## src/rtl/srx_pkg.sv

```systemverilog
package srx_pkg;
  parameter int MAX_BITS = 9;

  typedef struct packed {
    logic [MAX_BITS-1:0] data;
    logic                fe;
    logic                pe;
    logic                dor;
  } srx_entry_t;

  typedef enum logic [1:0] {
    ST_IDLE,
    ST_START,
    ST_BITS,
    ST_STOP
  } srx_state_t;
endpackage

```

## src/rtl/srx_sync.sv

```systemverilog
module srx_sync #(
  parameter int   STAGES    = 2,
  parameter logic RESET_VAL = 1'b1
) (
  input  logic clk,
  input  logic rst_n,
  input  logic d,
  output logic q
);
  logic [STAGES-1:0] chain;

  generate
    for (genvar i = 0; i < STAGES; i++) begin : g_stage
      always_ff @(posedge clk) begin
        if (!rst_n) chain[i] <= RESET_VAL;
        else if (i == 0) chain[i] <= d;
        else chain[i] <= chain[(i == 0) ? 0 : i-1];
      end
    end
  endgenerate

  assign q = chain[STAGES-1];
endmodule

```

## src/rtl/srx_framer.sv

```systemverilog
module srx_framer
  import srx_pkg::*;
#(
  parameter int OVS = 16
) (
  input  logic       clk,
  input  logic       rst_n,
  input  logic       en,
  input  logic       tick,
  input  logic       rxd_s,
  input  logic [3:0] cfg_nbits,
  input  logic       cfg_par_en,
  input  logic       cfg_par_odd,
  output logic       out_valid,
  input  logic       out_ready,
  output srx_entry_t out_entry
);
  localparam int CW = $clog2(OVS);
  localparam int MID = OVS/2 - 1;
  localparam logic [CW-1:0] C_V0   = CW'(MID - 1);
  localparam logic [CW-1:0] C_V1   = CW'(MID);
  localparam logic [CW-1:0] C_V2   = CW'(MID + 1);
  localparam logic [CW-1:0] C_LAST = CW'(OVS - 1);

  srx_state_t          st;
  logic [CW-1:0]       cnt;
  logic [3:0]          idx;
  logic [MAX_BITS-1:0] shreg;
  logic                par_rx;
  logic                v0, v1;
  logic                prev;
  srx_entry_t          hold;
  logic                hold_v;
  logic                ovr;

  logic       vote;
  logic [3:0] last_idx;
  logic       exp_par;
  logic       stop_fire;
  logic       start_ok;

  assign vote      = (v0 & v1) | (v0 & rxd_s) | (v1 & rxd_s);
  assign last_idx  = cfg_nbits + {3'b000, cfg_par_en} - 4'd1;
  assign exp_par   = (^shreg) ^ cfg_par_odd;
  assign stop_fire = en && tick && (st == ST_STOP) && (cnt == C_V2);
  assign start_ok  = en && tick && (st == ST_START) && (cnt == C_V1) && !rxd_s;

  always_ff @(posedge clk) begin
    if (!rst_n) begin
      st     <= ST_IDLE;
      cnt    <= '0;
      idx    <= '0;
      shreg  <= '0;
      par_rx <= 1'b0;
      v0     <= 1'b0;
      v1     <= 1'b0;
      prev   <= 1'b0;
      hold   <= '0;
      hold_v <= 1'b0;
      ovr    <= 1'b0;
    end else if (!en) begin
      st     <= ST_IDLE;
      cnt    <= '0;
      hold_v <= 1'b0;
      ovr    <= 1'b0;
      prev   <= rxd_s;
    end else begin
      if (hold_v && out_ready) begin
        hold_v <= 1'b0;
        ovr    <= 1'b0;
      end
      if (tick) begin
        if (st != ST_IDLE) cnt <= (cnt == C_LAST) ? '0 : cnt + 1'b1;
        if (cnt == C_V0) v0 <= rxd_s;
        if (cnt == C_V1) v1 <= rxd_s;
        unique case (st)
          ST_IDLE: begin
            prev <= rxd_s;
            if (prev && !rxd_s) begin
              st    <= ST_START;
              cnt   <= '0;
              idx   <= '0;
              shreg <= '0;
            end
          end
          ST_START: begin
            if (cnt == C_V1 && rxd_s) begin
              st   <= ST_IDLE;
              prev <= 1'b1;
            end else if (start_ok && hold_v && !out_ready) begin
              hold_v <= 1'b0;
              ovr    <= 1'b1;
            end
            if (cnt == C_LAST) st <= ST_BITS;
          end
          ST_BITS: begin
            if (cnt == C_V2) begin
              if (idx < cfg_nbits) shreg[idx] <= vote;
              else par_rx <= vote;
            end
            if (cnt == C_LAST) begin
              if (idx == last_idx) st <= ST_STOP;
              else idx <= idx + 4'd1;
            end
          end
          ST_STOP: begin
            if (cnt == C_V2) begin
              hold.data <= shreg;
              hold.fe   <= ~vote;
              hold.pe   <= cfg_par_en && (par_rx != exp_par);
              hold.dor  <= ovr;
              hold_v    <= 1'b1;
              st        <= ST_IDLE;
              cnt       <= '0;
              prev      <= rxd_s;
            end
          end
          default: st <= ST_IDLE;
        endcase
      end
    end
  end

  assign out_valid = hold_v;
  assign out_entry = hold;

  assert_pe_off_R4: assert property (@(posedge clk) disable iff (!rst_n)
    (stop_fire && !cfg_par_en) |=> (hold_v && !hold.pe));

  assert_upper_zero_R3: assert property (@(posedge clk) disable iff (!rst_n)
    stop_fire |=> ((hold.data >> cfg_nbits) == '0));

  assert_drop_held_R8: assert property (@(posedge clk) disable iff (!rst_n)
    $rose(ovr) |-> !hold_v);
endmodule

```

## src/rtl/srx_fifo.sv

```systemverilog
module srx_fifo
  import srx_pkg::*;
#(
  parameter int DEPTH = 2
) (
  input  logic       clk,
  input  logic       rst_n,
  input  logic       flush,
  input  logic       in_valid,
  output logic       in_ready,
  input  srx_entry_t in_entry,
  output logic       out_valid,
  input  logic       out_ready,
  output srx_entry_t out_entry
);
  localparam int AW = (DEPTH > 1) ? $clog2(DEPTH) : 1;
  localparam logic [AW-1:0] P_LAST = AW'(DEPTH - 1);
  localparam logic [AW:0]   C_FULL = (AW+1)'(DEPTH);

  srx_entry_t    mem [DEPTH];
  logic [AW-1:0] wr_p, rd_p;
  logic [AW:0]   count;
  logic          push, pop;

  assign in_ready  = (count != C_FULL);
  assign out_valid = (count != '0);
  assign push      = in_valid && in_ready;
  assign pop       = out_valid && out_ready;
  assign out_entry = mem[rd_p];

  always_ff @(posedge clk) begin
    if (!rst_n || flush) begin
      wr_p  <= '0;
      rd_p  <= '0;
      count <= '0;
    end else begin
      if (push) begin
        mem[wr_p] <= in_entry;
        wr_p      <= (wr_p == P_LAST) ? '0 : wr_p + 1'b1;
      end
      if (pop) rd_p <= (rd_p == P_LAST) ? '0 : rd_p + 1'b1;
      if (push && !pop) count <= count + 1'b1;
      else if (pop && !push) count <= count - 1'b1;
    end
  end

  assert_no_overflow_R6: assert property (@(posedge clk) disable iff (!rst_n)
    count <= C_FULL);

  assert_head_hold_R6: assert property (@(posedge clk) disable iff (!rst_n)
    (out_valid && !out_ready && !flush) |=> (out_valid && $stable(out_entry)));

  assert_flush_empty_R10: assert property (@(posedge clk) disable iff (!rst_n)
    flush |=> !out_valid);
endmodule

```

## src/rtl/serial_rx_engine.sv

```systemverilog
module serial_rx_engine
  import srx_pkg::*;
#(
  parameter int OVS         = 16,
  parameter int DEPTH       = 2,
  parameter int SYNC_STAGES = 2
) (
  input  logic       clk,
  input  logic       rst_n,
  input  logic       rx_en,
  input  logic       os_tick,
  input  logic       rxd,
  input  logic [3:0] cfg_nbits,
  input  logic       cfg_par_en,
  input  logic       cfg_par_odd,
  input  logic       irq_en,
  output logic       rx_valid,
  input  logic       rx_ready,
  output logic [7:0] rx_data,
  output logic       rx_bit9,
  output logic       rx_ferr,
  output logic       rx_perr,
  output logic       rx_ovr,
  output logic       rx_irq
);
  logic       rxd_s;
  logic       f_valid, f_ready;
  srx_entry_t f_entry, head;

  srx_sync #(.STAGES(SYNC_STAGES), .RESET_VAL(1'b1)) u_sync (
    .clk(clk), .rst_n(rst_n), .d(rxd), .q(rxd_s)
  );

  srx_framer #(.OVS(OVS)) u_framer (
    .clk(clk), .rst_n(rst_n), .en(rx_en), .tick(os_tick), .rxd_s(rxd_s),
    .cfg_nbits(cfg_nbits), .cfg_par_en(cfg_par_en), .cfg_par_odd(cfg_par_odd),
    .out_valid(f_valid), .out_ready(f_ready), .out_entry(f_entry)
  );

  srx_fifo #(.DEPTH(DEPTH)) u_fifo (
    .clk(clk), .rst_n(rst_n), .flush(!rx_en),
    .in_valid(f_valid), .in_ready(f_ready), .in_entry(f_entry),
    .out_valid(rx_valid), .out_ready(rx_ready), .out_entry(head)
  );

  assign rx_data = head.data[7:0];
  assign rx_bit9 = head.data[8];
  assign rx_ferr = head.fe;
  assign rx_perr = head.pe;
  assign rx_ovr  = head.dor;
  assign rx_irq  = rx_valid && irq_en;

  assert_disable_R10: assert property (@(posedge clk) disable iff (!rst_n)
    !rx_en |=> !rx_valid);
endmodule

```

## config.mk

```make
export PLATFORM = sky130hd
export DESIGN_NAME = serial_rx_engine
export DESIGN_NICKNAME = d
export VERILOG_FILES = /design/src/rtl/srx_pkg.sv /design/src/rtl/srx_sync.sv /design/src/rtl/srx_framer.sv /design/src/rtl/srx_fifo.sv /design/src/rtl/serial_rx_engine.sv
export SDC_FILE = /design/constraint.sdc
export NUM_CORES = 1
export LEC_CHECK = 0
export BUFFER_PORTS_ARGS = -buffer_cell sky130_fd_sc_hd__clkbuf_2
export CAP_MARGIN = 15
export CORE_MARGIN = 2
export CORE_UTILIZATION = 55
export DETAILED_ROUTE_END_ITERATION = 6
export GPL_TIMING_DRIVEN = 0
export PLACE_DENSITY = 0.74
export SYNTH_ARGS = -nofsm -noshare
export SYNTH_HDL_FRONTEND = slang
export SYNTH_HIERARCHICAL = 1
export SYNTH_SLANG_ARGS = --single-unit
```

## constraint.sdc

```tcl
create_clock -name clk -period 2.5 [get_ports clk]
set_input_delay 0.125 -clock clk [delete_from_list [all_inputs] [get_ports clk]]
set_output_delay 0.125 -clock clk [all_outputs]
set_load 0.02 [all_outputs]
```

# After elaboration in Yosys (flattened, before gate mapping)
# Memory sizes are Yosys's and may differ from the RTL's. A register that Yosys moved wholly into a read port is not among the register bits.
# Index checks and enable logic that the tools add are counted.
[totals] reg_bits=43 ramBits=24 in_bits=13 output_inout_bits=14 wordCells=146 memories=1
[memory_table] memory="u_fifo.mem" depth=2 width=12 read_ports=1 rd_ports_with_merged_regs=1 wr=1 line_no="srx_fifo.sv:20" text="srx_entry_t mem [DEPTH];"
[op_classes] addsub=8 magnitude_cmp=3 eq_ne=22 n_mux=48 bitwise=8 n_reduce_logical=37
[ops] cell="two-way mux 4 bit" count=7
[ops] cell="two-way mux 9 bit" count=3
[ops] cell="two-way mux 1 bit" count=22
[ops] cell="one-hot mux 9 bit (2 select lines)" count=1
[ops] cell="AND reduction 6 bit" count=3
[ops] cell="two-way mux 2 bit" count=8
[ops] cell="one-hot mux 4 bit (2 select lines)" count=2
[ops] cell="logical AND 1 bit" count=15
[ops] cell="inequality test 2 x 1 -> 1 bit (second input constant)" count=6
[ops] cell="bitwise mux 9 bit" count=1
[ops] cell="inequality test 3 bit (second input constant)" count=3
[ops] cell="parity 9 bit" count=1
[ops] cell="adder 4 x 1 -> 4 bit (second input constant)" count=2
[ops] cell="== test 4 x 3 -> 1 bit (second input constant)" count=2
[ops] cell="== test 4 bit (second input constant)" count=2
[ops] cell="one-hot mux 2 bit (4 select lines)" count=1
[ops] cell="AND reduction 4 bit" count=2
[ops] cell="nonzero test 2 bit" count=4
[ops] cell="logical NOT 1 bit" count=6
[ops] cell="inequality test 2 bit (second input constant)" count=3
[ops] cell="AND reduction 3 bit" count=2
[ops] cell="< comparator 4 x 5 -> 1 bit (second input constant)" count=1
[ops] cell="AND reduction 5 bit" count=1
[ops] cell="adder 4 x 1 -> 4 bit" count=1
[ops] cell="21 further kinds" count=27

# Depth between registers and ports, before layout
[depth] word_depth=10 mapped_depth=8 mapped_depth_nobuf=8

# By module
# The synthesis kept the hierarchy.
[modules_own_cells] module="srx_framer" instances=1 cells_each=271 area_each_um2=2207.1 seq_area_each_um2=740.7
[modules_own_cells] module="srx_fifo" instances=1 cells_each=65 area_each_um2=1097.3 seq_area_each_um2=820.8
[modules_own_cells] module="srx_sync" instances=1 cells_each=4 area_each_um2=52.6 seq_area_each_um2=40.0
[modules_own_cells] module="serial_rx_engine" instances=1 cells_each=2 area_each_um2=10.0 seq_area_each_um2=0.0

# Worst setup path before layout
# Ideal clock, no wire load.
[synth_path] kind="flip-flop to flip-flop" startpoint="register u_fifo.count[1]" endpoint="memory u_fifo/mem[0][0] (netlist name), enable pin" setup_ps=412 arrival_time_ps=1734 required_ps=2088 slack_ps=354 stages_incl_launch_ff=3 path_buffers=0 period_less_slack_ps=2146 path_cell_list="dfxtp_1 nor2b_2 nor4_1"
[synth_via] elab_chain_len=5
[synth_lines] item="from (decl)" line_no="srx_fifo.sv:22" text="logic [AW:0] count;"
[synth_lines] item="from (signal assigned)" line_no="srx_fifo.sv:42" text="if (push && !pop) count <= count + 1'b1;"
[synth_lines] item="from (signal assigned)" line_no="srx_fifo.sv:43" text="else if (pop && !push) count <= count - 1'b1;"
[synth_lines] item="inequality test 2 bit" line_no="srx_fifo.sv:25" text="assign in_ready = (count != C_FULL);"
[synth_lines] item="logical AND 1 bit" line_no="srx_fifo.sv:27" text="assign push = in_valid && in_ready;"
[synth_lines] item="two-way mux 1 bit" line_no="srx_fifo.sv:37" text="if (push) begin"
[synth_lines] item="two-way mux 1 bit" line_no="srx_fifo.sv:32" text="if (!rst_n || flush) begin"
[synth_lines] item="two-way mux 1 bit (implied by the code)" line_no="srx_fifo.sv:38" text="mem[wr_p] <= in_entry;"
[synth_lines] item="to (decl)" line_no="srx_fifo.sv:20"
# Every way passes these cells.

# Worst setup path after layout
[layout_path] startpoint="register u_framer.st[0]" endpoint="register u_framer.shreg[7]"
[layout_via] elab_chain_len=3 word_cells_on_any_way=8 classes_between="eq/ne: 4; mux: 1; reduce/logical: 3"
[layout_lines] item="from (decl)" line_no="srx_framer.sv:25" text="srx_state_t st;"
[layout_lines] item="from (signal assigned)" line_no="srx_framer.sv:50" text="st <= ST_IDLE;"
[layout_lines] item="from (signal assigned)" line_no="srx_framer.sv:62" text="st <= ST_IDLE;"
[layout_lines] item="from (signal assigned)" line_no="srx_framer.sv:80" text="st <= ST_START;"
[layout_lines] item="== test 2 bit / logical NOT 2 bit (equally long branches)" line_no="srx_framer.sv:76" text="unique case (st)"
[layout_lines] item="inequality test 2 x 1 -> 1 bit (no source line) / nonzero test 2 bit (equally long branches)"
[layout_lines] item="AND reduction 6 bit (no source line)"
[layout_lines] item="to (signal, indexed assignment)" line_no="srx_framer.sv:98" text="if (idx < cfg_nbits) shreg[idx] <= vote;"
[layout_lines] item="to (decl)" line_no="srx_framer.sv:28" text="logic [MAX_BITS-1:0] shreg;"
# Several ways; a longest one is shown, not always the timed one.
# A chain may end at the register's enable or synchronous reset.

==> qor.csv <==
metric;value;unit
status;finished clean;
cts.sinks;68;
crit_slowest_cell;or4_1;
p_per_area;570.3;nW/um^2
drive_gt1_share;17.05;%
io_pins;27;
die_w;82.24;um
route.final.wire_length;6707;um
grt_max_degree;13;
cp_max_fo;10;
cp.arrival;2.42;ns
clockRootBuffer;clkbuf_8;
nets;412;
synth.net_count;372;
dr.pass1.iters;4;
synthesis.area;3367;um^2
period_minus_slack;2.194;ns
grt_usage;21.64;%
fin_area;3844;um^2
cts_tree;yes;
vias;2586;
timing.critical_path.cells;inv_1 -> ha_1 -> inv_1 -> or4_1 -> clkbuf_1 -> and3_1 -> o2bb2ai_1;
postCtsSetupBuffers;0;
numCtsBuffers;9;
viasPerCell;5.597;
stdcell_count;462;
place_congestion;0.8467;
finalSetupViolCount;0;
fmax;455.9;MHz
grt_pass1_vias;2419;
synth_edf_count;24;
synth_ff_type;dfxtp_1;
finClkSkew;0.007642;ns
worst_setup_path_end_kind;flip-flop;
syn_to_final_growth;14.16;%
grt_remaining_overflow;0;
required;2.72;ns
worst_slew_pin_slew;0.8291;ns
path_clk_slew;0.08;ns
rsz0062_at_grt;false;
hpwl;4874;um
ys_seq_area_share;47.57;%
cp-start-kind;flip-flop;
avgSynthCellArea;9.845;um^2
cts_max_level;3;
peakVddDrop;0.3449;mV
finalCritPeriodShare;87.75;%
worstSetupPathType;flip-flop to flip-flop;
grt_pass1_wl;11070;um
die_h;82.24;um
cts_buffer_depth;2;
min_path_type;input pin to flip-flop;
cp_common_cell;inv_1;
dp.cells;444;
syn_inst;342;
ant_nets;0;
ys_ff_latch;68;
finalSetupTns;0;ns
drt_iter0_drc;121;
initial_utilization;56.87;%
drc;0;
worstSkewPairLatency;0.34;ns
max_cap_viol_count;0;
p_leak;1.453;nW
die_area;6763;um^2
slew_headroom;44.26;%
hold_viol;0;
synth.distinct_cells;53;
antenna_cells;0;
wire_per_inst;14.52;um
postPlaceCellArea;3613;um^2
final_max_slew_viol_count;0;
rows;28;
yosysWarnings;6;
cpPeakStageDelay;0.51;ns
portBuffers;25;
synthArstFlopShare;0;%
antenna_found_initial;0;
core_region_area;5921;um^2
==> cell families after synthesis <==
logic type	after synthesis	synth area share (%)
and+or+nand+nor	117	17.32
AOI/OAI and AO/OA	73	14.42
DFF	68	47.57
buffers and inverters	35	4.236
adders and majority gates	18	6.615
xor gates and xnor gates	17	5.240
muxes	14	4.608
==> worst max-delay path, delay by kind of cell (launching register included) <==
kind,cells,cell delay (ns)
AND/OR/NAND/NOR,2,0.78
buffers and inverters,3,0.48
flip-flops,1,0.36
adder cells (fa/ha/maj),1,0.32
AO/OA/AOI/OAI,1,0.13
==> flip-flops by register name (all words and copies together), names as in the netlist, 2 cells and up, named ones only <==
signal	cells
u_framer/out_entry	12
u_fifo/count	2
u_fifo/mem	24
u_framer/cnt	4
u_framer/shreg	9
u_framer/idx	4
==> cell usage in the layout (no fill, tap or decap), types with 4 or more instances in the layout <==
master    count
dfxtp_1      44
nand2_1      43
a21oi_1      30
clkbuf_2     26
edfxtp_1     24
inv_1        23
ha_1         17
nand3_1      16
nor2_1       15
mux2_2       12
clkbuf_8      9
xnor2_1       9
clkbuf_1      8
o211ai_1      8
nand2b_1      7
o21ai_0       6
xor2_1        6
nor3_1        6
and3_1        5
nand3b_1      4
==> per-stage QoR <==
step | setup WS, ns | power (mW) | hold WS (ns) | util, %
after global placement | -0.3216 | 1.236 | 0.3056 | 60.57
after detailed placement | 0.3996 | 1.237 | 0.3145 | 61.03
final | 0.3063 | 2.192 | 0.04544 | 64.92
after global routing | 0.2121 | 2.263 | 0.04871 | 64.92
after floorplan | 0.3536 | 1.212 | 0.1980 | -
after CTS | 0.3461 | 2.203 | 0.03902 | 64.84
==> what timing repair did <==
action | 4_1_cts | 5_1_grt
gates resized for setup | 0 | 0
hold buffers | 1 | 0
hold endpoints to repair | 1 | 0
==> synth_stat cells (5+ instances only) <==
master    instances  share of area (%)
edfxtp_1         24                 21
nor2_1           15                1.7
inv_1            23                2.6
xnor2_1           9                2.3
ha_1             17                6.3
a21oi_1          30                4.5
nand3_1          16                2.4
o211ai_1          8                1.8
dfxtp_1          44                 26
o21ai_0           6               0.89
xor2_1            6                1.6
nand2_1          43                4.8
nor3_1            6               0.89
nand2b_1          7                1.3
mux2_2           12                4.0
and3_1            5               0.93
clkbuf_1          8               0.89
==> worst paths after layout <==
kind	startpoint	endpoint	slack (ns)	depth (start not counted)
max reg2reg	u_framer/st[0]$_SDFFE_PN0P_	u_framer/shreg[7]$_SDFFE_PN0P_	0.31	7
min reg2reg	u_sync/chain[0]$_SDFF_PN1_	u_sync/q$_SDFF_PN1_	0.41	1
max	u_framer/st[0]$_SDFFE_PN0P_	u_framer/shreg[7]$_SDFFE_PN0P_	0.31	7
min	rst_n	u_sync/chain[0]$_SDFF_PN1_	0.05	2
==> routing by layer <==
metal / part of all wire, % / routed length (um) / GRT usage [%] / vias to the layer above
li1: - / - / - / 1311
met1: 44 / 2932 / 25.75 / 1195
met2: 50 / 3346 / 37.74 / 68
met3: 4.4 / 298 / 5.870 / 12
met4: 1.9 / 129 / 7.000 / 0
met5: 0 / 0 / 0 / -
==> cell type report <==
| type | count | area [um^2] |
|---|---|---|
| Timing Repair Buffer | 29 | 155.1 |
| Tap cell | 75 | 93.84 |
| Buffer | 12 | 56.30 |
| Multi-Input combinational cell | 239 | 1635 |
| Sequential cell | 68 | 1602 |
| Clock inverter | 7 | 91.34 |
| Inverter | 23 | 86.33 |
| Fill cell | 488 | 2077 |
| Clock buffer | 9 | 123.9 |
==> power breakdown <==
group | internal (mW) | leakage [nW] | total, mW | switching, mW
logic | 0.0293 | 0.737 | 0.0738 | 0.0445
clock network | 0.558 | 0.111 | 0.978 | 0.420
registers | 1.14 | 0.606 | 1.14 | 0.00145
Power figures use the tool's default switching activity.
